$ cat config.mk
export PLATFORM = sky130hd
export DESIGN_NAME = split_iso_stepper
export DESIGN_NICKNAME = d
export VERILOG_FILES = /design/src/rtl/split_iso_pkg.sv /design/src/rtl/split_iso_sched.sv /design/src/rtl/split_iso_advance.sv /design/src/rtl/split_iso_stepper.sv
export SDC_FILE = /design/constraint.sdc
export NUM_CORES = 1
export LEC_CHECK = 0
export BUFFER_PORTS_ARGS = -buffer_cell sky130_fd_sc_hd__buf_2
export CORE_UTILIZATION = 25
export CTS_BUF_LIST = sky130_fd_sc_hd__clkbuf_4
export DETAILED_ROUTE_END_ITERATION = 7
export PLACE_DENSITY_LB_ADDON = 0.08
export SLEW_MARGIN = 20
export SYNTH_ARGS = -nofsm -noshare
export SYNTH_HDL_FRONTEND = slang
export SYNTH_SLANG_ARGS = --single-unit
$ cat constraint.sdc
create_clock -name clk -period 4 [get_ports clk]
set_input_delay 0.6 -clock clk [delete_from_list [all_inputs] [get_ports clk]]
set_output_delay 0.6 -clock clk [all_outputs]
set_load 0.01 [all_outputs]
$ cat src/rtl/split_iso_pkg.sv
package split_iso_pkg;
   typedef enum logic [1:0] {
      TP_ALL   = 2'b00,
      TP_BEGIN = 2'b01,
      TP_MID   = 2'b10,
      TP_END   = 2'b11
   } tp_e;

   typedef enum logic {
      PH_START    = 1'b0,
      PH_COMPLETE = 1'b1
   } phase_e;
endpackage

$ cat src/rtl/split_iso_sched.sv
// Micro-frame schedule tests: mask hits, previous-start check, last-complete check.
module split_iso_sched #(
   parameter int UF = 8
) (
   input  logic [UF-1:0] uframe,
   input  logic [UF-1:0] smask,
   input  logic [UF-1:0] cmask,
   input  logic [UF-1:0] prog,
   output logic          s_hit,
   output logic          c_hit,
   output logic          prev_ok,
   output logic          c_last
);
   logic [UF-1:0] below, above, cand, top;

   always_comb begin
      below = uframe - UF'(1);
      above = ~(below | uframe);
      cand  = smask & below;
      top   = '0;
      for (int i = 0; i < UF; i++) begin
         if (cand[i]) top = UF'(1) << i;
      end
   end

   assign s_hit   = |(uframe & smask);
   assign c_hit   = |(uframe & cmask);
   assign prev_ok = ~|(top & ~prog);
   assign c_last  = ~|(cmask & above);
endmodule

$ cat src/rtl/split_iso_advance.sv
// Arithmetic for one step of the descriptor: length, bytes, offset, page, count, position.
module split_iso_advance
   import split_iso_pkg::*;
#(
   parameter int BYTES_W         = 10,
   parameter int OFF_W           = 12,
   parameter int TC_W            = 6,
   parameter int MAX_PAY         = 188,
   parameter bit RETIRE_BY_BYTES = 1'b0
) (
   input  logic [BYTES_W-1:0] bytes,
   input  logic [OFF_W-1:0]   offset,
   input  logic               page,
   input  logic [TC_W-1:0]    tcount,
   input  logic [1:0]         tp,
   input  logic [BYTES_W-1:0] len_in,
   output logic [BYTES_W-1:0] pay_len,
   output logic [BYTES_W-1:0] nbytes,
   output logic [OFF_W-1:0]   noffset,
   output logic               npage,
   output logic [TC_W-1:0]    ntcount,
   output logic [1:0]         ntp,
   output logic               retire
);
   localparam logic [BYTES_W-1:0] PAY_CAP = BYTES_W'(MAX_PAY);
   logic [OFF_W:0] sum;

   always_comb begin
      pay_len = (bytes > PAY_CAP) ? PAY_CAP : bytes;
      nbytes  = bytes - len_in;
      sum     = {1'b0, offset} + (OFF_W+1)'(len_in);
      noffset = sum[OFF_W-1:0];
      npage   = page ^ sum[OFF_W];
      ntcount = (tcount == '0) ? '0 : tcount - TC_W'(1);
      if (ntcount == TC_W'(1))  ntp = TP_END;
      else if (tp == TP_BEGIN)  ntp = TP_MID;
      else                      ntp = tp;
   end

   if (RETIRE_BY_BYTES) begin : g_retire_bytes
      assign retire = (nbytes == '0);
   end else begin : g_retire_count
      assign retire = (ntcount == '0);
   end
endmodule

$ cat src/rtl/split_iso_stepper.sv
module split_iso_stepper
   import split_iso_pkg::*;
#(
   parameter int UF              = 8,
   parameter int BYTES_W         = 10,
   parameter int OFF_W           = 12,
   parameter int TC_W            = 6,
   parameter int MAX_PAY         = 188,
   parameter bit RETIRE_BY_BYTES = 1'b0
) (
   input  logic               clk,
   input  logic               rst_n,
   input  logic               ld_valid,
   input  logic               ld_active,
   input  logic               ld_dir_in,
   input  logic [UF-1:0]      ld_smask,
   input  logic [UF-1:0]      ld_cmask,
   input  logic [UF-1:0]      ld_prog,
   input  logic [1:0]         ld_tp,
   input  logic [TC_W-1:0]    ld_tcount,
   input  logic [BYTES_W-1:0] ld_bytes,
   input  logic [OFF_W-1:0]   ld_offset,
   input  logic               ld_page,
   input  logic               uf_visit,
   input  logic [UF-1:0]      uf_onehot,
   input  logic               xact_done,
   input  logic [BYTES_W-1:0] xact_rx_len,
   output logic               req_valid,
   output logic               req_is_complete,
   output logic [BYTES_W-1:0] req_len,
   output logic [1:0]         req_tp,
   output logic               wb_valid,
   output logic               st_active,
   output logic               st_phase_cs,
   output logic [1:0]         st_tp,
   output logic [TC_W-1:0]    st_tcount,
   output logic [BYTES_W-1:0] st_bytes,
   output logic [OFF_W-1:0]   st_offset,
   output logic               st_page,
   output logic [UF-1:0]      st_prog
);
   if (UF < 2) begin : g_bad_uf
      $error("split_iso_stepper: UF must be at least 2");
   end
   if (BYTES_W > OFF_W) begin : g_bad_bw
      $error("split_iso_stepper: BYTES_W must not exceed OFF_W");
   end
   if (MAX_PAY >= (1 << BYTES_W) || MAX_PAY < 1) begin : g_bad_pay
      $error("split_iso_stepper: MAX_PAY must fit in BYTES_W");
   end

   // descriptor registers
   logic               active_q, dir_in_q, cs_last_q;
   phase_e             phase_q;
   logic [UF-1:0]      smask_q, cmask_q, prog_q, cur_uf_q;
   logic [1:0]         tp_q;
   logic [TC_W-1:0]    tcount_q;
   logic [BYTES_W-1:0] bytes_q;
   logic [OFF_W-1:0]   offset_q;
   logic               page_q;
   logic               busy_q, kind_cs_q, wb_q;
   logic [BYTES_W-1:0] len_q;
   logic [1:0]         rtp_q;

   // schedule tests
   logic s_hit, c_hit, prev_ok, c_last;

   split_iso_sched #(.UF(UF)) u_sched (
      .uframe (uf_onehot),
      .smask  (smask_q),
      .cmask  (cmask_q),
      .prog   (prog_q),
      .s_hit  (s_hit),
      .c_hit  (c_hit),
      .prev_ok(prev_ok),
      .c_last (c_last)
   );

   // step arithmetic
   logic [BYTES_W-1:0] rx_eff, step_len, pay_len, nbytes;
   logic [OFF_W-1:0]   noffset;
   logic               npage, retire;
   logic [TC_W-1:0]    ntcount;
   logic [1:0]         ntp;

   always_comb begin
      rx_eff   = (xact_rx_len > bytes_q) ? bytes_q : xact_rx_len;
      step_len = kind_cs_q ? rx_eff : len_q;
   end

   split_iso_advance #(
      .BYTES_W        (BYTES_W),
      .OFF_W          (OFF_W),
      .TC_W           (TC_W),
      .MAX_PAY        (MAX_PAY),
      .RETIRE_BY_BYTES(RETIRE_BY_BYTES)
   ) u_adv (
      .bytes  (bytes_q),
      .offset (offset_q),
      .page   (page_q),
      .tcount (tcount_q),
      .tp     (tp_q),
      .len_in (step_len),
      .pay_len(pay_len),
      .nbytes (nbytes),
      .noffset(noffset),
      .npage  (npage),
      .ntcount(ntcount),
      .ntp    (ntp),
      .retire (retire)
   );

   logic finish_now, visit_ok;
   assign finish_now = busy_q && xact_done;
   assign visit_ok   = uf_visit && active_q && !busy_q;

   always_ff @(posedge clk) begin
      if (!rst_n) begin
         active_q  <= 1'b0;
         dir_in_q  <= 1'b0;
         cs_last_q <= 1'b0;
         phase_q   <= PH_START;
         smask_q   <= '0;
         cmask_q   <= '0;
         prog_q    <= '0;
         cur_uf_q  <= '0;
         tp_q      <= TP_ALL;
         tcount_q  <= '0;
         bytes_q   <= '0;
         offset_q  <= '0;
         page_q    <= 1'b0;
         busy_q    <= 1'b0;
         kind_cs_q <= 1'b0;
         wb_q      <= 1'b0;
         len_q     <= '0;
         rtp_q     <= TP_ALL;
      end else begin
         wb_q <= 1'b0;
         if (ld_valid) begin
            active_q  <= ld_active;
            dir_in_q  <= ld_dir_in;
            smask_q   <= ld_smask;
            cmask_q   <= ld_cmask;
            prog_q    <= ld_prog;
            tp_q      <= ld_tp;
            tcount_q  <= ld_tcount;
            bytes_q   <= ld_bytes;
            offset_q  <= ld_offset;
            page_q    <= ld_page;
            phase_q   <= PH_START;
            busy_q    <= 1'b0;
            cs_last_q <= 1'b0;
         end else if (finish_now) begin
            busy_q <= 1'b0;
            wb_q   <= 1'b1;
            if (kind_cs_q) begin
               bytes_q  <= nbytes;
               offset_q <= noffset;
               page_q   <= npage;
               if (cs_last_q) active_q <= 1'b0;
            end else if (dir_in_q) begin
               phase_q <= PH_COMPLETE;
            end else begin
               bytes_q  <= nbytes;
               offset_q <= noffset;
               page_q   <= npage;
               tcount_q <= ntcount;
               tp_q     <= ntp;
               prog_q   <= prog_q | cur_uf_q;
               if (retire) active_q <= 1'b0;
            end
         end else if (visit_ok) begin
            if (phase_q == PH_START && s_hit) begin
               if (!dir_in_q && !prev_ok) begin
                  active_q <= 1'b0;
                  wb_q     <= 1'b1;
               end else begin
                  busy_q    <= 1'b1;
                  kind_cs_q <= 1'b0;
                  len_q     <= dir_in_q ? '0 : pay_len;
                  rtp_q     <= tp_q;
                  cur_uf_q  <= uf_onehot;
               end
            end else if (phase_q == PH_COMPLETE && c_hit) begin
               busy_q    <= 1'b1;
               kind_cs_q <= 1'b1;
               len_q     <= pay_len;
               rtp_q     <= tp_q;
               cur_uf_q  <= uf_onehot;
               cs_last_q <= c_last;
            end
         end
      end
   end

   assign req_valid       = busy_q;
   assign req_is_complete = kind_cs_q;
   assign req_len         = len_q;
   assign req_tp          = rtp_q;
   assign wb_valid        = wb_q;
   assign st_active       = active_q;
   assign st_phase_cs     = (phase_q == PH_COMPLETE);
   assign st_tp           = tp_q;
   assign st_tcount       = tcount_q;
   assign st_bytes        = bytes_q;
   assign st_offset       = offset_q;
   assign st_page         = page_q;
   assign st_prog         = prog_q;
endmodule

==> run_results.csv <==
group,metric,value,unit
setup_path,arrival,4220,ps
drt,route.antenna.remaining_nets,0,
clocking,cts_root_buf,"clkbuf_4",
yosys,synth_adder_area_share,0.102,
drt,drc_errors,0,
place,portBuffers,135,
global_route,grt_pass1_wl,28.7,mm
yosys,synth_top_area_cell,"dfxtp_1",
global_route,grt.total_usage,0.170,
yosys,synth_common_cells,"dfxtp_1 (82), a21oi_1 (61), o21ai_0 (60)",
job,max-cap-violations,0,
layout,multi_input_comb_area,3460,um^2
clocking,clock_sinks,82,
drt,vias,5364,
clocking,numCtsBuffers,9,
clocking,tritoncts,"built",
yosys,yosysWarningCount,0,
global_route,grt_pass1_vias,5270,
setup_path,cp-endpoint,"st_page$_SDFFE_PN0P_",
yosys,ys_seq_area_frac,0.311,
power,leakagePower,0.00310,uW
yosys,synthDistinctLibCells,67,
setup_path,endpoint_kind,"flip-flop",
layout,fill_cells,2239,
setup_path,critical_path.max_fanout,4,
global_route,grt_max_degree,48,
sta,final-hold-violation-count,0,
yosys,synth_compound_area_frac,0.255,
yosys,synth_edf_count,0,
layout,finish.instance_area,6850,um^2
yosys,syn_inst,656,
sta,max-slew-margin-rel,0.478,
setup_path,reg2regPathDepth,18,
setup_path,crit_start,"st_bytes[9]$_SDFFE_PN0P_",
layout,syn_to_final_growth,29.8,%
floorplan,start_util,0.258,
clocking,htreeDepth,3,
setup_path,r2r_end,"st_page$_SDFFE_PN0P_",
global_route,grt_remaining_overflow,0,
drt,drt_iter0_drc,236,
layout,drive_above_1_share,0.309,
layout,nNetsFinal,949,
setup_path,cp.required,4400,ps
sta,period_needed,3820,ps
yosys,synth.avg_cell_area,8.05,um^2
hold_path,hold_path_class,"input port to flip-flop",
clocking,clock_latency,480,ps
yosys,synth_mux_area_frac,0.0531,
yosys,synth_top_family_by_area,"compound AO/OA/AOI/OAI gates",
setup_path,r2r_start,"st_bytes[9]$_SDFFE_PN0P_",
setup_path,start_kind,"flip-flop",
setup_path,ff2ff_setup_slack,180,ps
sta,report.final.slew_viol_count,0,
drt,drt-wirelength-per-cell,16.8,um
status,outcome,"complete, no violations",
place,gp_congestion,0.844,
sta,period_share,0.955,
power,powerDensity,277,nW/um^2
global_route,grt_antenna_before_repair,1,
yosys,synth_xor_xnor_area_share,0.0199,
floorplan,ios,136,
yosys,synth.most_common_cell,"dfxtp_1",
floorplan,die_area,21700,um^2
place,post-place-cells,1086,
clocking,path_clk_slew,160,ps
layout,final-instance-count-excl-fill,1103,
place,dpl-instance-area,6610,um^2
floorplan,die_x,147,um
power,ir_drop,0.117,mV
sta,fmax,0.262,GHz
yosys,async_flop_share,0,
yosys,synthesis.nets,778,
clocking,cts_buffer_depth,2,
sta,tightest_slew,781,ps
sta,setup_viol,0,
yosys,yosys.area_share.simple,0.203,
sta,clock_skew,11.8,ps
clocking,hold_buffers,0,
clocking,post_cts_buffers,0,
place,hpwl,14.1,mm
drt,wirelength,18.5,mm
yosys,synthFlopType,"dfxtp_1",
layout,regArea,1650,um^2
floorplan,core,20500,um^2
setup_path,critPathKind,"flip-flop to flip-flop",
floorplan,die_h,147,um
drt,first_pass_iters,4,
floorplan,row_count,52,
yosys,syn_area,5280,um^2
yosys,ys_top_cells_by_area,"dfxtp_1 (31%), ha_1 (9.5%), a21oi_1 (5.8%), o21ai_0 (5.7%), mux2i_1 (5.3%)",
yosys,synthDominantCellAreaShare,0.311,
yosys,synth_seq_cells,82,
drt,vias_per_cell,4.86,
-- power breakdown --
part	switching, uW	internal (uW)	total [uW]
registers	39.1	857	896
logic	263	229	492
clock network	372	140	512
total	674	1230	1900
-- how the worst min path moves through the flow --
stage	start	to	slack, ps	depth (start not counted)
after global placement	req_tp[1]$_SDFFE_PN0P_	req_tp[1]$_SDFFE_PN0P_	460	2
after detailed placement	cur_uf_q[3]$_SDFFE_PN0P_	cur_uf_q[3]$_SDFFE_PN0P_	470	2
after floorplan	cs_last_q$_SDFFE_PP0P_	cs_last_q$_SDFFE_PP0P_	430	2
after CTS	ld_tcount[3]	st_tcount[3]$_SDFFE_PN0P_	290	2
final	ld_tcount[0]	st_tcount[0]$_SDFFE_PN0P_	330	2
after global routing	ld_tcount[1]	st_tcount[1]$_SDFFE_PN0P_	310	2
-- layout by cell type, fill, tap and decap left out, types with 12 or more instances in the layout --
cell and n:
inv_1 39, a21oi_1 56, nand3_1 27, buf_2 135, o211a_1 12, nor2_1 34, mux2i_1 28, ha_1 33
o21ai_0 59, dfxtp_1 74, buf_4 59, nor2b_1 31, nand2_1 59
-- repair_timing --
action,CTS,global route
gates resized for setup,0,25
pin swaps,1,9
setup endpoints to repair,1,8
-- routing by layer --
layer / share of wire / vias to the layer above / GRT usage
li1: - / 2709 / -
met1: 0.48 / 2520 / 0.226
met2: 0.46 / 116 / 0.277
met3: 0.042 / 19 / 0.0304
met4: 0.017 / 0 / 0.0577
met5: 0 / - / 0
-- stage by stage --
step	setup TNS, ps	hold WS, ps	total power, uW	utilization	setup slack, ps
2_1_floorplan	0	434	1180	-	8.23
3_3_place_gp	-774	455	1390	0.322	-193
3_5_place_dp	-1430	471	1390	0.322	-295
4_1_cts	0	295	1920	0.329	21.6
5_1_grt	-71.9	309	2020	0.334	-31.6
6_report	0	331	1900	0.334	180
-- worst max-delay path, cell delays in order (launching register included) --
cell	delay, ps
dfxtp_2	360
inv_1	100
ha_4	300
nand4_1	140
a211oi_2	270
a2111oi_4	110
nor2_4	130
nor2_1	60
a21oi_1	150
a21oi_2	100
ha_1	250
fa_1	390
a21o_1	220
a21oi_2	180
o21ai_0	160
a31oi_2	320
o21bai_1	130
a21o_1	180
a211oi_1	180
-- logic make-up (layout without fill, tap and decap cells) --
family | after synthesis | after routing
muxes | 28 | 28
other | 0 | 1
adders and majority gates | 42 | 42
xor gates and xnor gates | 12 | 12
DFF | 82 | 82
AOI/OAI and AO/OA | 209 | 209
and+or+nand+nor | 209 | 209
buffers and inverters | 74 | 250
-- sequential cells by signal, indices dropped and copies added (netlist names) --
register and count:
cmask_q 8, cs_last_q 1, cur_uf_q 8, dir_in_q 1
req_is_complete 1, req_len 10, req_tp 2, req_valid 1
smask_q 8, st_active 1, st_bytes 10, st_offset 12
st_page 1, st_phase_cs 1, st_prog 8, st_tcount 6
st_tp 2, wb_valid 1
-- final cells by class --
type | instances | area share
Multi-Input combinational cell | 500 | 0.506
Sequential cell | 82 | 0.241
Timing Repair Buffer | 194 | 0.163
Tap cell | 270 | 0.0493
Inverter | 40 | 0.0219
Clock buffer | 9 | 0.00986
Clock inverter | 7 | 0.00876
Antenna cell | 1 | 0.000365
No activity file was read; power rests on OpenSTA's default activity.
